File: src/rtl/fld_irq_pkg.sv
// Package fld_irq_pkg
// Shared types for the field error interrupt generator.
// Assumes: nothing beyond IEEE 1800-2017.
package fld_irq_pkg;

    // Interrupt operating mode.
    typedef enum logic {
        IRQ_LEVEL  = 1'b0,
        IRQ_STICKY = 1'b1
    } irq_mode_e;

    // Map the sticky enable pin to a mode.
    function automatic irq_mode_e mode_of(input logic sticky);
        return sticky ? IRQ_STICKY : IRQ_LEVEL;
    endfunction

endpackage

File: src/rtl/fld_irq_qual.sv
// Module fld_irq_qual
// Qualifies the outgoing flags with the sensitivity mask.
// It gives a per-flag hit vector and an any-hit summary.
// Assumes: flag_vec and sens_mask are valid in the packet-exit cycle.
module fld_irq_qual #(
    parameter int unsigned NUM_FLAGS = 15
) (
    input  logic [NUM_FLAGS-1:0] flag_vec,
    input  logic [NUM_FLAGS-1:0] sens_mask,
    output logic [NUM_FLAGS-1:0] hit_vec,
    output logic                 hit_any
);

    // Mask each flag and reduce to a summary.
    always_comb begin
        hit_vec = flag_vec & sens_mask;
        hit_any = |hit_vec;
    end

endmodule

File: src/rtl/fld_irq_pend.sv
// Module fld_irq_pend
// Per-flag pending register for sticky mode. Each bit is set by an
// enabled hit at packet exit. A host read of its index clears it, and a
// set beats a clear in the same cycle. The register is emptied while
// level mode is selected.
// Assumes: the read index is binary; indices with no flag match no bit.
module fld_irq_pend #(
    parameter int unsigned NUM_FLAGS = 15,
    parameter int unsigned IDX_W     = 4
) (
    input  logic                 clk,
    input  logic                 rst_n,
    input  fld_irq_pkg::irq_mode_e mode,
    input  logic                 pkt_exit,
    input  logic [NUM_FLAGS-1:0] hit_vec,
    input  logic                 host_rd,
    input  logic [IDX_W-1:0]     host_rd_idx,
    output logic [NUM_FLAGS-1:0] pend_q,
    output logic                 pend_next_any
);
    import fld_irq_pkg::*;

    logic [NUM_FLAGS-1:0] pend_d;

    for (genvar gi = 0; gi < NUM_FLAGS; gi++) begin : g_cell
        logic set_b;
        logic clr_b;

        // Decode set and clear requests for this flag.
        always_comb begin
            set_b = pkt_exit && hit_vec[gi];
            clr_b = host_rd && (host_rd_idx == IDX_W'(gi));
        end

        // Next state: empty in level mode, set over clear in sticky mode.
        always_comb begin
            if (mode != IRQ_STICKY) begin
                pend_d[gi] = 1'b0;
            end else begin
                pend_d[gi] = set_b | (pend_q[gi] & ~clr_b);
            end
        end

        // Pending flop for this flag.
        always_ff @(posedge clk) begin
            if (!rst_n) begin
                pend_q[gi] <= 1'b0;
            end else begin
                pend_q[gi] <= pend_d[gi];
            end
        end
    end

    // Summary of the next pending state, used by the output stage.
    always_comb pend_next_any = |pend_d;

endmodule

File: src/rtl/fld_irq_drv.sv
// Module fld_irq_drv
// Output register for the interrupt level. In level mode it loads the
// hit summary at each packet exit and holds otherwise. In sticky mode it
// follows the next pending state.
// Assumes: pend_next_any is the next-cycle content of the pending set.
module fld_irq_drv (
    input  logic                   clk,
    input  logic                   rst_n,
    input  fld_irq_pkg::irq_mode_e mode,
    input  logic                   pkt_exit,
    input  logic                   hit_any,
    input  logic                   pend_next_any,
    output logic                   irq_n
);
    import fld_irq_pkg::*;

    // Register the active-low interrupt level.
    always_ff @(posedge clk) begin
        if (!rst_n) begin
            irq_n <= 1'b1;
        end else if (mode == IRQ_STICKY) begin
            irq_n <= ~pend_next_any;
        end else if (pkt_exit) begin
            irq_n <= ~hit_any;
        end
    end

endmodule

File: src/rtl/fld_irq_gen.sv
// Module fld_irq_gen (top)
// Field error interrupt generator. It masks the outgoing flags, keeps
// the sticky pending set and registers the active-low interrupt level.
// Assumes: pkt_exit and host_rd are one-cycle strobes; synchronous
// active-low reset.
module fld_irq_gen #(
    parameter int unsigned NUM_FLAGS = 15
) (
    input  logic                         clk,
    input  logic                         rst_n,
    input  logic [NUM_FLAGS-1:0]         flag_vec,
    input  logic [NUM_FLAGS-1:0]         sens_mask,
    input  logic                         pkt_exit,
    input  logic                         sticky_en,
    input  logic                         host_rd,
    input  logic [$clog2(NUM_FLAGS)-1:0] host_rd_idx,
    output logic                         irq_n
);
    import fld_irq_pkg::*;

    localparam int unsigned IDX_W = $clog2(NUM_FLAGS);

    irq_mode_e            mode;
    logic [NUM_FLAGS-1:0] hit_vec;
    logic                 hit_any;
    logic [NUM_FLAGS-1:0] pend_q;
    logic                 pend_next_any;

    // Decode the operating mode.
    always_comb mode = mode_of(sticky_en);

    fld_irq_qual #(
        .NUM_FLAGS(NUM_FLAGS)
    ) u_qual (
        .flag_vec (flag_vec),
        .sens_mask(sens_mask),
        .hit_vec  (hit_vec),
        .hit_any  (hit_any)
    );

    fld_irq_pend #(
        .NUM_FLAGS(NUM_FLAGS),
        .IDX_W    (IDX_W)
    ) u_pend (
        .clk          (clk),
        .rst_n        (rst_n),
        .mode         (mode),
        .pkt_exit     (pkt_exit),
        .hit_vec      (hit_vec),
        .host_rd      (host_rd),
        .host_rd_idx  (host_rd_idx),
        .pend_q       (pend_q),
        .pend_next_any(pend_next_any)
    );

    fld_irq_drv u_drv (
        .clk          (clk),
        .rst_n        (rst_n),
        .mode         (mode),
        .pkt_exit     (pkt_exit),
        .hit_any      (hit_any),
        .pend_next_any(pend_next_any),
        .irq_n        (irq_n)
    );

endmodule

File: config.mk
export PLATFORM = sky130hd
export DESIGN_NAME = fld_irq_gen
export DESIGN_NICKNAME = d
export VERILOG_FILES = /design/src/rtl/fld_irq_pkg.sv /design/src/rtl/fld_irq_qual.sv /design/src/rtl/fld_irq_pend.sv /design/src/rtl/fld_irq_drv.sv /design/src/rtl/fld_irq_gen.sv
export SDC_FILE = /design/constraint.sdc
export NUM_CORES = 1
export LEC_CHECK = 0
export ABC_AREA = 1
export BUFFER_PORTS_ARGS = -buffer_cell sky130_fd_sc_hd__buf_2
export CAP_MARGIN = 20
export CELL_PAD_IN_SITES_DETAIL_PLACEMENT = 0
export CELL_PAD_IN_SITES_GLOBAL_PLACEMENT = 1
export CORE_MARGIN = 2
export CORE_UTILIZATION = 27
export CTS_BUF_LIST = sky130_fd_sc_hd__clkbuf_16
export DETAILED_ROUTE_END_ITERATION = 7
export GPL_TIMING_DRIVEN = 0
export PLACE_DENSITY = 0.84
export SLEW_MARGIN = 10
export SYNTH_ARGS = -nofsm -noshare
export SYNTH_HDL_FRONTEND = slang
export SYNTH_SLANG_ARGS = --single-unit
File: constraint.sdc
create_clock -name clk -period 0.99 [get_ports clk]
set_input_delay 0.1485 -clock clk [delete_from_list [all_inputs] [get_ports clk]]
set_output_delay 0.1485 -clock clk [all_outputs]
set_load 0.03 [all_outputs]
==> results of run 1 <==
==> routing by layer <==
layer | wire length, um | share of wire (%)
met1 | 1230 | 48
met2 | 1170 | 46
met3 | 125 | 4.9
met4 | 34 | 1.3
met5 | 0 | 0
==> layout make-up <==
class,instances,area [um^2],share of cell area (%)
inverters,7,31.3,2.29
flip-flops and latches,16,320,23.4
clock inverters,1,3.75,0.274
repair buffers,37,199,14.5
multi-input cells,123,638,46.6
plain buffers,4,43.8,3.20
well taps,46,57.6,4.20
clock buffers,3,75.1,5.48
==> how the worst max path moves through the flow <==
stage                            from     endpoint  slack, ns  cells past startpoint
finish                 host_rd_idx[1]  u_drv.irq_n      0.006                     12
global route         u_pend.pend_q[7]  u_drv.irq_n      -0.14                      9
CTS                 u_pend.pend_q[14]  u_drv.irq_n     0.0004                      9
detailed placement     host_rd_idx[1]  u_drv.irq_n      -0.39                     12
global placement       host_rd_idx[1]  u_drv.irq_n      -0.36                     12
floorplan                     host_rd  u_drv.irq_n      -0.02                     13
==> cell families after synthesis <==
kind of cell | count (synthesis)
flops | 16
simple gates | 99
compound gates | 24
buf+inv | 11
==> through the flow <==
stage | setup WS [ns] | cell area, um^2 | TNS [ns] | cells
floorplan | -0.0230 | 947 | -0.0230 | 150
global placement | -0.357 | 1190 | -1.08 | 233
detailed placement | -0.389 | 1190 | -1.31 | 233
CTS | 0.000402 | 1330 | 0 | 237
global route | -0.137 | 1370 | -0.137 | 237
finish | 0.00629 | 1370 | 0 | 237
==> power groups by stage <==
stage               logic, W  registers [W]  clock network (W)
finish              0.000346       0.000668           0.000791
global route        0.000389       0.000669           0.000845
CTS                 0.000334       0.000668           0.000801
detailed placement  0.000306       0.000680                  0
global placement    0.000304       0.000680                  0
floorplan           0.000161       0.000687                  0
==> critical path: cells and delay by family <==
kind,cells,cell delay [ns]
buffers and inverters,1,0.15
and+or+nand+nor,11,0.86
==> registers in the layout, indices dropped and copies added (netlist names) <==
name	cells
u_drv.irq_n	1
u_pend.pend_q	15
==> timing repair <==
item | CTS | global route
endpoints found under the setup margin | 1 | 1
hold endpoints to repair | 0 | 0
resized for setup | 20 | 14
pin swaps | 5 | 9
==> layout by cell type, fill, tap and decap left out <==
cell / n
nor2_4: 4
a31oi_1: 1
clkbuf_1: 1
inv_2: 1
dfxtp_1: 16
a21oi_1: 16
nand2_4: 1
buf_2: 33
clkbuf_16: 3
nor2_1: 9
buf_4: 3
nand3_2: 1
nand2_1: 53
clkbuf_8: 1
o21ai_2: 7
inv_4: 2
buf_8: 1
nand4_1: 4
nor2_2: 2
nor3_1: 1
nand3_4: 2
clkinv_1: 1
buf_6: 2
nand3_1: 19
nand2_2: 3
inv_1: 4
==> metrics.yaml, run 1 <==
die_area_um2: 3830
dr_total_vias: 1084
crit_arrival_ns: 1.18
viasPerCell: 4.57
io_pins: 40
end_kind: "flip-flop"
cap_viol_max_count: 0
synth_top_family_by_area: "simple AND/OR/NAND/NOR gates"
fin_crit_ns: 0.984
slowest_stage: "buf_4"
slew_viol_final: 0
synth_most_common_cell: "nand2_1"
r2r_end: "u_drv.irq_n"
yosysSeqAreaShare_pct: 35.4
grt_max_degree: 11
rsz0062_at_grt: "yes"
cp_max_fo: 5
fp.dieH_um: 61.9
p_sw_w: 0.000459
grtUsageMet3_pct: 3.31
synth_area_leader_cell: "dfxtp_1"
setup_viol: 0
syn_to_final_growth_pct: 51.1
nNetsFinal: 231
use_met2_pct: 24.8
h-tree-depth: 1
p_comb_share_pct: 19.2
crit_chain: "buf_4, nor2_4, nand3_1, nand2_1, nand2_1, nor2_1, nand2_1, nor2_2, nand2_1, nand2_1, nand2_1, nand2_1"
antenna_left: 0
grt_busiest_layer: "met2"
synth_warnings: 0
synthArstFlopShare_pct: 0
slew_headroom_pct: 67.4
antenna_found_initial: 0
yosys.area_share.adder_pct: 0
internal_power_w: 0.00135
peakVddDrop_mv: 0.590
firstDrtPassIters: 4
ys_top_cells_by_area: "dfxtp_1 35%, nand2_1 24%, nand3_1 12%, a21oi_1 8.8%, nor2_1 5.8%"
rows: 21
seq_power_share_pct: 37.0
cts-buffers-inserted: 3
startpoint_type: "primary input"
cts_tree: "done"
gp_congestion: 0.763
crit_type: "in2reg"
place_hpwl_um: 2100
grt_pass1_wl_um: 4110
coreArea_um2: 3280
r2r_slack_ns: 0.02
root_buffer: "clkbuf_16"
drt_iter0_drc: 30
worst_pin_slew_ns: 0.488
power_w: 0.00180
n_antenna_cell: 0
wl_um: 2550
drc_errors: 0
clk_latency_ns: 0.25
synth_commonest_cells: "57 x nand2_1, 22 x nand3_1, 16 x a21oi_1, 16 x dfxtp_1, 14 x nor2_1"
ys_seq_elements: 16
synthSimpleGateAreaFrac_pct: 45.6
synth_nets: 189
clkSlewWorstSetupHoldPaths_ns: 0.05
io_buffers: 37
powerDensity_nw_per_um2: 1320
grt_overflow: 0
r2r-start: "u_pend.pend_q[0]"
fmax_mhz: 1020
syn_area_um2: 906
hold_end: "u_drv.irq_n"
sw_frac_of_total_pct: 25.5
synth_xor_area_share_pct: 0
synth-edff-count: 0
die_w_um: 61.9
slowest_delay_ns: 0.15
clockPowerShare_pct: 43.8
cts.path.max_buffers: 2
hold_ws_ns: 0.168
ys.flop_type: "dfxtp_1"
synth_top_area_share_pct: 35.4
r2r_cells: 9
hold_viol: 0
gr-usage-met1_pct: 19.0
grt.total_usage_pct: 15.1
fill_cells: 368
leakage_nw: 0.648
synthCells: 150
outcome: "finished clean"
whs_path_depth: 4
postSynthAreaPerCell_um2: 6.04
clkSinkCount: 16
synthMuxAreaShare_pct: 0
cts.hold.buffers_added: 0
hold_class: "in2reg"
wl_per_cell_um: 10.8
finish.utilization_pct: 41.7
holdCritStartpoint: "rst_n"
clock_skew_ns: 0.00402
synth_compound_area_share_pct: 13.4
postCtsSetupBuffers: 0
worstPathRequired_ns: 1.18
grt_pass1_vias: 964
layout-drive-gt1-share_pct: 34.6
min_period_over_period_pct: 99.4
timing.critical_path.mode_cell: "nand2_1"
initial_utilization_pct: 27.6
yosys.cell_types.count: 16
Power figures use the tool's default switching activity.
==> run 2: changes to the inputs <==
CTS_BUF_LIST = sky130_fd_sc_hd__clkbuf_8 sky130_fd_sc_hd__clkbuf_16   (was sky130_fd_sc_hd__clkbuf_16)
CTS_CLUSTER_SIZE = 16   (was unset)
==> metrics.yaml, run 2 (synthesized netlist as in run 1, its figures left out) <==
outcome: "complete, but fails checks"
failed_checks: "setup timing"
fmax_mhz: 1010  # -0.69%
drt_iter0_drc: 40  # +33%
h-tree-depth: 1  # unchanged
syn_to_final_growth_pct: 46.8
fill_cells: 372  # +1.1%
instances_no_fill: 237  # unchanged
slew_viol_final: 0  # unchanged
peakVddDrop_mv: 0.470  # -20%
initial_utilization_pct: 27.6  # unchanged
postCtsSetupBuffers: 0  # unchanged
layout_setup_ws_ns: -0.000570  # -0.00686 ns
drc_errors: 0  # unchanged
io_buffers: 37  # unchanged
cts_tree: "done"
startpoint_type: "flip-flop"
grt_overflow: 0  # unchanged
r2r_cells: 9  # unchanged
gp_congestion: 0.763  # unchanged
cts-buffers-inserted: 3  # unchanged
cap_viol_max_count: 0  # unchanged
clk_latency_ns: 0.25  # about the same
nNetsFinal: 231  # unchanged
timing.critical_path.mode_cell: "nand2_1"
finish.utilization_pct: 40.5  # -1.2 points
rows: 21  # unchanged
rsz0062_at_grt: "yes"
grt_pass1_wl_um: 4130  # +0.51%
hold_class: "in2reg"
setup_viol: 1  # +1
min_period_over_period_pct: 100  # +0.69 points
end_kind: "flip-flop"
slew_headroom_pct: 66.6  # -0.86 points
wl_per_cell_um: 10.9  # +1.6%
cp-startpoint: "u_pend.pend_q[6]"
fin_setup_tns_ns: -0.000570  # -0.000570 ns
antenna_found_initial: 0  # unchanged
dp_cells: 233  # unchanged
r2r-start: "u_pend.pend_q[6]"
crit_chain: "o21ai_2, nand2_1, nor2_1, nand2_1, nor2_2, nand2_1, nand2_1, nand2_1, nand2_1"
clock_skew_ns: 0.00493  # +0.000916 ns
dr_total_vias: 1084  # unchanged
place_hpwl_um: 2100  # unchanged
largest_reg_flops: 15  # unchanged
root_buffer: "clkbuf_8"
fin_crit_ns: 0.991  # +0.00686 ns
pre_cts_ws_ns: -0.389  # unchanged
viasPerCell: 4.57  # unchanged
antenna_left: 0  # unchanged
cts.path.max_buffers: 2  # unchanged
powerDensity_nw_per_um2: 1200  # -9.1%
grt_pass1_vias: 974  # +1.0%
leakage_nw: 0.636  # -1.8%
layout-drive-gt1-share_pct: 35.1  # +0.52 points
crit_arrival_ns: 1.19  # about the same
crit_type: "reg2reg"
hold_viol: 0  # unchanged
clkSlewWorstSetupHoldPaths_ns: 0.07  # +0.02 ns
final_common_cell: "nand2_1"
final_cell_mix: "53 x nand2_1, 33 x buf_2, 19 x nand3_1"
io_pins: 40  # unchanged
wl_um: 2600  # +1.6%
cts.hold.buffers_added: 0  # unchanged
n_antenna_cell: 0  # unchanged
coreArea_um2: 3280  # unchanged
clkSinkCount: 16  # unchanged
fp.dieH_um: 61.9  # unchanged
cp_max_fo: 2  # -3
top_regs: "u_pend.pend_q (15), u_drv.irq_n (1)"
grt.total_usage_pct: 15.1  # unchanged
grt_max_degree: 11  # unchanged
whs_path_depth: 4  # unchanged
die_area_um2: 3830  # unchanged
worstPathRequired_ns: 1.19  # about the same
die_w_um: 61.9  # unchanged
firstDrtPassIters: 4  # unchanged
worst_pin_slew_ns: 0.501  # +0.0129 ns
regMostFlops: "u_pend.pend_q"
holdCritStartpoint: "rst_n"
slowest_stage: "dfxtp_1"
slowest_delay_ns: 0.31  # +0.16 ns
-- run 2: repair_timing --
action / CTS / global route
gates resized for setup: 14 / 16
setup endpoints to repair: 1 / 1
endpoints found under the hold margin: 0 / 0
pin swaps: 5 / 6
-- run 2: routing by layer --
layer,vias up,wire length [um],GRT usage [%]
met5,-,0,0
li1,583,-,-
met3,4,120,2.69
met2,25,1190,25.3
met1,472,1240,19.1
met4,0,39,6.38
-- run 2: worst max-delay path: cells and delay by family, from the launching register on --
| family | cells | cell delay, ns |
|---|---|---|
| AO/OA/AOI/OAI | 1 | 0.06 |
| flip-flops | 1 | 0.31 |
| AND/OR/NAND/NOR | 8 | 0.57 |
-- run 2: final timing paths --
path | slack, ns | to
max | -0.0006 | u_drv.irq_n
max reg2reg | -0.0006 | u_drv.irq_n
min | 0.16 | u_drv.irq_n
min reg2reg | 0.46 | u_pend.pend_q[6]
-- run 2: final cells by class --
class | instances | area (um^2) | share of cell area, %
plain buffers | 4 | 43.8 | 3.29
clock buffers | 4 | 55.1 | 4.14
inverters | 7 | 28.8 | 2.16
multi-input cells | 123 | 626 | 47.0
flip-flops and latches | 16 | 320 | 24.1
well taps | 46 | 57.6 | 4.33
repair buffers | 37 | 199 | 15.0
-- run 2: power breakdown --
part	switching, W	total (W)	internal [W]
combinational	0.000197	0.000341	0.000144
sequential	0.00000579	0.000667	0.000661
clock	0.000233	0.000586	0.000353
total	0.000436	0.00159	0.00116
-- run 2: metrics by stage --
step / hold WS, ns / power, W / area (um^2)
final: 0.159 / 0.00159 / 1330
after global routing: 0.179 / 0.00169 / 1330
after CTS: 0.161 / 0.00159 / 1290
after detailed placement: 0.419 / 0.000986 / 1190
after global placement: 0.416 / 0.000984 / 1190
after floorplan: 0.284 / 0.000848 / 947
==> run 3: changes to the inputs <==
MAX_ROUTING_LAYER = met4   (was unset)
==> metrics.yaml, run 3 (synthesized netlist as in run 1, its figures left out) <==
clk_latency_ns: 0.25  # about the same
initial_utilization_pct: 27.6  # unchanged
r2r_cells: 9  # unchanged
cts_tree: "done"
slew_viol_final: 0  # unchanged
n_antenna_cell: 0  # unchanged
fp.dieH_um: 61.9  # unchanged
whs_path_depth: 4  # unchanged
io_buffers: 37  # unchanged
hold_end: "u_drv.irq_n"
dr_total_vias: 1086  # +0.18%
rsz0062_at_grt: "yes"
cts.hold.buffers_added: 0  # unchanged
holdCritStartpoint: "rst_n"
viasPerCell: 4.58  # +0.18%
min_period_over_period_pct: 99.9  # -0.14 points
grt_overflow: 0  # unchanged
startpoint_type: "flip-flop"
clock_skew_ns: 0.00743  # +0.00249 ns
cp_max_fo: 2  # unchanged
outcome: "finished clean"
drt_iter0_drc: 36  # -10%
layout-drive-gt1-share_pct: 35.1  # unchanged
final_cell_mix: "53 x nand2_1, 33 x buf_2, 19 x nand3_1"
fin_crit_ns: 0.989  # -0.00140 ns
top_regs: "u_pend.pend_q (15), u_drv.irq_n (1)"
cts-buffers-inserted: 3  # unchanged
grt_pass1_vias: 976  # +0.21%
powerDensity_nw_per_um2: 1200  # +0.28%
crit_type: "reg2reg"
firstDrtPassIters: 4  # unchanged
instances_no_fill: 237  # unchanged
grt_max_degree: 11  # unchanged
cp-startpoint: "u_pend.pend_q[6]"
dp_cells: 233  # unchanged
leakage_nw: 0.636  # unchanged
r2r-start: "u_pend.pend_q[6]"
antenna_left: 0  # unchanged
slew_headroom_pct: 67.8  # +1.2 points
nNetsFinal: 231  # unchanged
worstPathRequired_ns: 1.19  # about the same
die_w_um: 61.9  # unchanged
wl_um: 2600  # +0.12%
worst_pin_slew_ns: 0.483  # -0.0179 ns
crit_arrival_ns: 1.19  # about the same
r2r_end: "u_drv.irq_n"
regMostFlops: "u_pend.pend_q"
hold_ws_ns: 0.156  # -0.00236 ns
setup_viol: 0  # -1
clkSinkCount: 16  # unchanged
syn_to_final_growth_pct: 46.8  # unchanged
drc_errors: 0  # unchanged
h-tree-depth: 1  # unchanged
r2r_slack_ns: 0.0008  # about the same
postCtsSetupBuffers: 0  # unchanged
root_buffer: "clkbuf_8"
final_common_cell: "nand2_1"
place_hpwl_um: 2100  # unchanged
hold_class: "in2reg"
end_kind: "flip-flop"
rows: 21  # unchanged
hold_viol: 0  # unchanged
cap_viol_max_count: 0  # unchanged
grt_pass1_wl_um: 4140  # +0.34%
io_pins: 40  # unchanged
antenna_found_initial: 0  # unchanged
fmax_mhz: 1010  # +0.14%
clkSlewWorstSetupHoldPaths_ns: 0.07  # about the same
grt.total_usage_pct: 15.6  # +0.51 points
die_area_um2: 3830  # unchanged
peakVddDrop_mv: 0.470  # about the same
largest_reg_flops: 15  # unchanged
wl_per_cell_um: 11.0  # +0.12%
cts.path.max_buffers: 2  # unchanged
coreArea_um2: 3280  # unchanged
gp_congestion: 0.773  # +1.3%
## run 3: cell counts in the layout (fill, tap and decap cells not counted)
No cell type changed its count.
## run 3: area by class of cell
cell class | instances | area [um^2]
fill | 372 | 1950
multi-input combinational | 123 | 626
sequential | 16 | 320
timing repair buffer | 37 | 199
tap | 46 | 57.6
clock buffer | 4 | 55.1
buffer | 4 | 43.8
inverter | 7 | 28.8
## run 3: routing by layer
metal  vias to the layer above  track usage, %  routed length [um]
li1                        582               -                   -
met4                         0            6.38                  37
met2                        27            25.3                1180
met1                       473            19.4                1260
met5                         -               -                   0
met3                         4            2.48                 120
## run 3: power by group
part	total [W]	switching (W)	leakage (nW)	internal, W
combinational	0.000341	0.000197	0.477	0.000144
clock	0.000591	0.000238	0.0288	0.000353
sequential	0.000667	0.00000576	0.130	0.000661
## run 3: stage by stage
stage / worst slack [ns] / power, W / cell area (um^2) / utilization [%] / setup TNS (ns)
floorplan: -0.0230 / 0.000848 / 947 / - / -0.0230
global placement: -0.357 / 0.000984 / 1190 / 36.2 / -1.08
finish: 0.000829 / 0.00160 / 1330 / 40.5 / 0
detailed placement: -0.389 / 0.000986 / 1190 / 36.2 / -1.31
CTS: -0.0177 / 0.00159 / 1290 / 39.2 / -0.0177
global route: -0.135 / 0.00169 / 1330 / 40.5 / -0.135
## run 3: worst max-delay path by stage
stage | end | slack, ns
after floorplan | u_drv.irq_n | -0.02
after global placement | u_drv.irq_n | -0.36
after detailed placement | u_drv.irq_n | -0.39
after CTS | u_drv.irq_n | -0.02
after global routing | u_drv.irq_n | -0.13
final | u_drv.irq_n | 0.0008
## run 3: critical path, cell delays in order, from the launching register on
cell	delay, ns
dfxtp_1	0.31
o21ai_2	0.05
nand2_1	0.07
nor2_1	0.10
nand2_1	0.07
nor2_2	0.13
nand2_1	0.06
nand2_1	0.05
nand2_1	0.04
nand2_1	0.05
## run 3: timing repair
item	CTS	global route
setup endpoints to repair	1	1
gates resized for setup	14	16
pin swaps	5	6
hold endpoints to repair	0	0
